**src/rtl/ccu_pkg.sv**
```systemverilog
package ccu_pkg;

    typedef enum logic [1:0] {
        OPK_ADD   = 2'b00,
        OPK_SUB   = 2'b01,
        OPK_LOGIC = 2'b10,
        OPK_MOVE  = 2'b11
    } op_kind_e;

    typedef struct packed {
        logic n;
        logic z;
        logic c;
        logic v;
    } flags_t;

    typedef enum logic [3:0] {
        CND_EQ = 4'd0,  CND_NE = 4'd1,  CND_CS = 4'd2,  CND_CC = 4'd3,
        CND_MI = 4'd4,  CND_PL = 4'd5,  CND_VS = 4'd6,  CND_VC = 4'd7,
        CND_HI = 4'd8,  CND_LS = 4'd9,  CND_GE = 4'd10, CND_LT = 4'd11,
        CND_GT = 4'd12, CND_LE = 4'd13, CND_AL = 4'd14, CND_NV = 4'd15
    } cond_e;

    localparam int NUM_COND = 16;
    localparam flags_t FLAGS_RESET = '{n: 1'b0, z: 1'b0, c: 1'b0, v: 1'b0};

    function automatic logic is_logic_class(op_kind_e k);
        return (k == OPK_LOGIC) || (k == OPK_MOVE);
    endfunction

    function automatic logic signed_ge(flags_t f);
        return f.n == f.v;
    endfunction

    function automatic logic cond_hit(cond_e c, flags_t f);
        logic r;
        case (c)
            CND_EQ:  r = f.z;
            CND_NE:  r = !f.z;
            CND_CS:  r = f.c;
            CND_CC:  r = !f.c;
            CND_MI:  r = f.n;
            CND_PL:  r = !f.n;
            CND_VS:  r = f.v;
            CND_VC:  r = !f.v;
            CND_HI:  r = f.c && !f.z;
            CND_LS:  r = !f.c || f.z;
            CND_GE:  r = signed_ge(f);
            CND_LT:  r = !signed_ge(f);
            CND_GT:  r = !f.z && signed_ge(f);
            CND_LE:  r = f.z || !signed_ge(f);
            CND_AL:  r = 1'b1;
            default: r = 1'b0;
        endcase
        return r;
    endfunction

endpackage

```
**src/rtl/ccu_flag_calc.sv**
```systemverilog
module ccu_flag_calc
    import ccu_pkg::*;
#(
    parameter int DATA_W = 32
) (
    input  logic [DATA_W-1:0] a_i,
    input  logic [DATA_W-1:0] b_i,
    input  logic [DATA_W-1:0] res_i,
    input  op_kind_e          kind_i,
    input  logic              shift_co_i,
    input  logic              cur_v_i,
    output flags_t            nxt_o
);
    localparam int MSB = DATA_W - 1;

    logic [DATA_W:0] sum_ext;
    logic            a_s, b_s, r_s;
    logic            add_ovf, sub_ovf;
    logic            no_borrow;

    assign sum_ext   = {1'b0, a_i} + {1'b0, b_i};
    assign no_borrow = (a_i >= b_i);
    assign a_s       = a_i[MSB];
    assign b_s       = b_i[MSB];
    assign r_s       = res_i[MSB];
    assign add_ovf   = (a_s == b_s) && (r_s != a_s);
    assign sub_ovf   = (a_s != b_s) && (r_s != a_s);

    always_comb begin
        nxt_o.n = r_s;
        nxt_o.z = (res_i == '0);
        case (kind_i)
            OPK_ADD: begin
                nxt_o.c = sum_ext[DATA_W];
                nxt_o.v = add_ovf;
            end
            OPK_SUB: begin
                nxt_o.c = no_borrow;
                nxt_o.v = sub_ovf;
            end
            default: begin
                nxt_o.c = shift_co_i;
                nxt_o.v = cur_v_i;
            end
        endcase
    end
endmodule

```
**src/rtl/ccu_cond_eval.sv**
```systemverilog
module ccu_cond_eval
    import ccu_pkg::*;
(
    input  flags_t     flags_i,
    input  logic [3:0] cond_i,
    output logic       pass_o
);
    logic [NUM_COND-1:0] hit_vec;

    for (genvar g = 0; g < NUM_COND; g++) begin : g_pred
        assign hit_vec[g] = cond_hit(cond_e'(g), flags_i);
    end

    assign pass_o = hit_vec[cond_i];
endmodule

```
**src/rtl/ccu_top.sv**
```systemverilog
module ccu_top
    import ccu_pkg::*;
#(
    parameter int DATA_W = 32
) (
    input  logic              clk,
    input  logic              rst,
    input  logic [DATA_W-1:0] opnd_a,
    input  logic [DATA_W-1:0] opnd_b,
    input  logic [DATA_W-1:0] alu_res,
    input  logic [1:0]        op_kind,
    input  logic              shift_co,
    input  logic              set_flags,
    input  logic [3:0]        cond,
    output logic [3:0]        stat_flags,
    output logic              pass
);
    flags_t flags_q;
    flags_t flags_nxt;

    ccu_flag_calc #(.DATA_W(DATA_W)) u_calc (
        .a_i        (opnd_a),
        .b_i        (opnd_b),
        .res_i      (alu_res),
        .kind_i     (op_kind_e'(op_kind)),
        .shift_co_i (shift_co),
        .cur_v_i    (flags_q.v),
        .nxt_o      (flags_nxt)
    );

    always_ff @(posedge clk) begin
        if (rst) begin
            flags_q <= FLAGS_RESET;
        end else if (set_flags) begin
            flags_q <= flags_nxt;
        end
    end

    ccu_cond_eval u_eval (
        .flags_i (flags_q),
        .cond_i  (cond),
        .pass_o  (pass)
    );

    assign stat_flags = flags_q;

    p_reset_clear_r8: assert property (@(posedge clk) rst |=> (stat_flags == 4'b0000));

    p_hold_r7: assert property (@(posedge clk) disable iff (rst)
        !set_flags |=> $stable(stat_flags));

    p_zero_r1: assert property (@(posedge clk) disable iff (rst)
        (set_flags && alu_res == '0) |=> (stat_flags[2] && !stat_flags[3]));

    p_sub_borrow_r3: assert property (@(posedge clk) disable iff (rst)
        (set_flags && op_kind == 2'b01 && opnd_a < opnd_b) |=> !stat_flags[1]);

    p_logic_keeps_v_r6: assert property (@(posedge clk) disable iff (rst)
        (set_flags && op_kind[1]) |=> (stat_flags[0] == $past(stat_flags[0])));

    p_shift_carry_r4: assert property (@(posedge clk) disable iff (rst)
        (set_flags && op_kind[1]) |=> (stat_flags[1] == $past(shift_co)));

    p_always_r11: assert property (@(posedge clk) disable iff (rst)
        (cond == 4'd14) |-> pass);

    p_never_r11: assert property (@(posedge clk) disable iff (rst)
        (cond == 4'd15) |-> !pass);

    p_eq_r9: assert property (@(posedge clk) disable iff (rst)
        (cond == 4'd0) |-> (pass == stat_flags[2]));
endmodule

```
**config.mk**
```make
export PLATFORM = sky130hd
export DESIGN_NAME = ccu_top
export DESIGN_NICKNAME = d
export VERILOG_FILES = /design/src/rtl/ccu_pkg.sv /design/src/rtl/ccu_flag_calc.sv /design/src/rtl/ccu_cond_eval.sv /design/src/rtl/ccu_top.sv
export SDC_FILE = /design/constraint.sdc
export NUM_CORES = 1
export LEC_CHECK = 0
export BUFFER_PORTS_ARGS = -buffer_cell sky130_fd_sc_hd__buf_2
export CORE_ASPECT_RATIO = 0.6
export CORE_UTILIZATION = 48
export CTS_BUF_LIST = sky130_fd_sc_hd__clkbuf_8 sky130_fd_sc_hd__clkbuf_16
export DETAILED_ROUTE_END_ITERATION = 8
export PLACE_DENSITY = 0.87
export SYNTH_ARGS = -nofsm -noshare
export SYNTH_HDL_FRONTEND = slang
export SYNTH_SLANG_ARGS = --single-unit
export TNS_END_PERCENT = 20
```
**constraint.sdc**
```tcl
create_clock -name clk -period 4.25 [get_ports clk]
set_input_delay 0.425 -clock clk [delete_from_list [all_inputs] [get_ports clk]]
set_output_delay 0.425 -clock clk [all_outputs]
set_load 0.005 [all_outputs]
```
==> run summary <==
End of the worst register-to-register path -> stat_flags[1]
Number of gates given a new drive strength after cts -> 0
Fraction of layout instances using a drive strength above 1 -> 34.08%
Hold WC Path Type -> input pin to flip-flop
Slew margin rel. -> 72.99%
Area share of the largest cell type after synthesis -> 43.13%
Area growth from synthesis to layout -> 34.64%
Peak Freq -> 0.4047 GHz
Async S/R FF share, synth -> 0%
Starting DRT DRC Count -> 31
Depth of the worst register-to-register path -> 2
Die area -> 0.004129 mm²
Post CTS Setup Buffer Count -> 0
Pre-antenna DRT Iters -> 4
Clock latency at the later pin of the worst-skew pair -> 0.21 ns
Clock root buffer -> clkbuf_8
Total of max-cap violations -> 0
Final routed DRC violation total -> 0
Max reg flops -> 4
Site row count -> 17
Final max-slew violation count -> 0
Maximum VDD drop -> 0.1007 mV
Source of the worst register-to-register timing path -> stat_flags[1]
Remaining global-route overflow -> 0
Post-synth EDFFs -> 0
Worst Max-Slew Pin Slew -> 0.4014 ns
Maximum buffer depth of the clock tree -> 2
Worst Setup Start Kind -> input pin
Number of clock buffers inserted by TritonCTS -> 3
Worst clock skew on the final layout -> 0 ns
Final HPWL from detailed placement -> 4287 µm
Commonest cells in the netlist -> ha_1 (64), inv_1 (45), a21oi_1 (26), nand2_1 (12), nor2_1 (12)
Cell variety after synth -> 44
Ant diodes -> 0
Hold Buf Count CTS -> 0
PwrDens -> 127.7 mW/mm²
Initial core utilization -> 50.46%
Input/output buffers -> 110
Placer Congestion -> 0.8097
Kind of critical path -> input pin to flip-flop
Biggest area consumer among synthesized cells -> ha_1
Vias per cell -> 5.164
Detailed-route wire length per cell -> 11.82 µm
Setup total negative slack -> 0 ns
Crit path max-delay cell type -> or4_1
Outcome -> complete, no violations
Vias -> 2,076
Final setup viols -> 0
Clock period minus worst slack -> 2.471 ns
Most common flop cell mapped by yosys -> dfxtp_1
Max stage delay on crit path -> 0.56 ns
R2r setup slk -> 3.43 ns
Fin. Hold Viols -> 0
Cell types with the largest area share after synthesis -> ha_1 (43%), inv_1 (9.1%), a21oi_1 (7.0%), dfxtp_1 (4.3%), nor4_1 (3.4%)
Vias in the first global route -> 1,887
Sequential share of the synthesized area -> 4.313%
Clock-pin slew on the worst setup and hold paths -> 0.03 ns
Dominant cell by count in the synthesized netlist -> ha_1
Area of the core -> 0.003680 mm²
H-tree depth reported by CTS -> 1
Hold worst-path end -> stat_flags[1]
Die boundary height -> 50.18 µm
Die outline width -> 82.30 µm
Initial antenna violation count -> 0
Global-route wire length before repair -> 7645 µm
Unrepaired setup endpoints after global routing -> no
Data arrival at the endpoint of the critical path -> 2.58 ns
Final Cycle Share -> 58.14%
GRT Util Overall -> 23.36%
Worst EP required -> 4.36 ns
Leakage component of the power -> 1.428 nW
Num Clock Sinks -> 4
Clock tree from TritonCTS -> built
Hold path startpoint -> rst
Syn Area/Cell -> 7.641 µm²
List of cells traversed by the critical path -> buf_2, ha_1, or4_1, or3_4, nor2_4, nand3_2, a31o_1, a2111oi_2
Post-synth net total -> 413
FILL cells -> 321
Remaining number of nets flagged by the antenna check after routing -> 0
I/O pin cnt -> 111
Maximum number of pins on one net before global-route repair -> 7
Synth Cell Area -> 0.001857 mm²
Category of the worst setup path capture point -> flip-flop
Number of cells produced by synthesis -> 243
Count of warnings emitted by yosys -> 0
Worst hold slack -> 0.4594 ns
Depth of the worst hold-timing path -> 2
Highest fanout seen on the critical path -> 6
Number of register bits inferred by synthesis -> 4
Post-layout net count -> 527
Post-Route WL -> 4750 µm
==> through the flow <==
stage	power, mW	util [%]	cells	setup WS [ns]	area, µm²
3_3_place_gp	0.2317	66.81	399	1.619	2459
2_1_floorplan	0.1493	-	243	1.806	1857
3_5_place_dp	0.2395	66.81	399	1.572	2459
5_1_grt	0.3524	67.94	402	1.589	2500
6_report	0.3193	67.94	402	1.779	2500
4_1_cts	0.3207	67.94	402	1.776	2500
==> placed cells by master, fill, tap and decap left out, types with 2 or more instances in the layout <==
master	n
nand2_1	12
a21oi_1	26
a211oi_1	3
and4_1	2
nor3_1	7
o21ai_1	2
ha_1	64
or4_1	3
nor2_1	12
xnor2_1	4
nand4_1	6
nor4_1	10
o31ai_1	2
inv_1	45
o21ai_0	10
dfxtp_1	4
buf_2	110
clkbuf_8	3
nor2b_1	4
==> logic make-up (layout without fill, tap and decap cells) <==
| logic type | after synthesis | in the layout | share of synthesized area, % |
|---|---|---|---|
| and+or+nand+nor | 66 | 66 | 20.22 |
| xor gates and xnor gates | 5 | 5 | 2.358 |
| AOI/OAI and AO/OA | 56 | 56 | 18.73 |
| adders and majority gates | 64 | 64 | 43.13 |
| buffers and inverters | 46 | 158 | 9.501 |
| muxes | 2 | 2 | 1.752 |
| DFF | 4 | 4 | 4.313 |
==> where the power goes <==
part | internal [mW] | leakage [nW] | switching, mW
sequential | 0.0397 | 0.0327 | 0.00196
clock | 0.0602 | 0.0216 | 0.0180
combinational | 0.0973 | 1.37 | 0.102
==> final cells by class <==
class	count	area (µm²)	area share, %
Clock buffer	3	41.29	1.652
Inverter	45	168.9	6.757
Timing Repair Buffer	110	550.5	22.02
Multi-Input combinational cell	193	1600	64.01
Tap cell	47	58.81	2.352
Sequential cell	4	80.08	3.203
==> worst max-delay path: cells and delay by family <==
| family | cells | cell delay (ns) |
|---|---|---|
| AO/OA/AOI/OAI | 2 | 0.54 |
| AND/OR/NAND/NOR | 4 | 1.13 |
| adder cells (fa/ha/maj) | 1 | 0.35 |
| buffers and inverters | 1 | 0.12 |
==> worst max-delay path by stage <==
stage / from / to / slack [ns] / cells past startpoint
after floorplan: opnd_b[31] / stat_flags[1] / 1.81 / 8
after global placement: opnd_a[31] / stat_flags[1] / 1.62 / 8
after detailed placement: opnd_a[31] / stat_flags[1] / 1.57 / 8
after CTS: opnd_a[31] / stat_flags[1] / 1.78 / 8
after global routing: opnd_a[31] / stat_flags[1] / 1.59 / 7
final: opnd_a[31] / stat_flags[1] / 1.78 / 8
==> per-layer routing <==
layer  vias up  track usage [%]  wire length [µm]
li1       1088                -                 -
met1       907            31.26              2296
met2        73            38.29              2097
met3         8            3.455               288
met4         0            7.310                68
met5         -                0                 0
(Power assumes the default switching activity.)
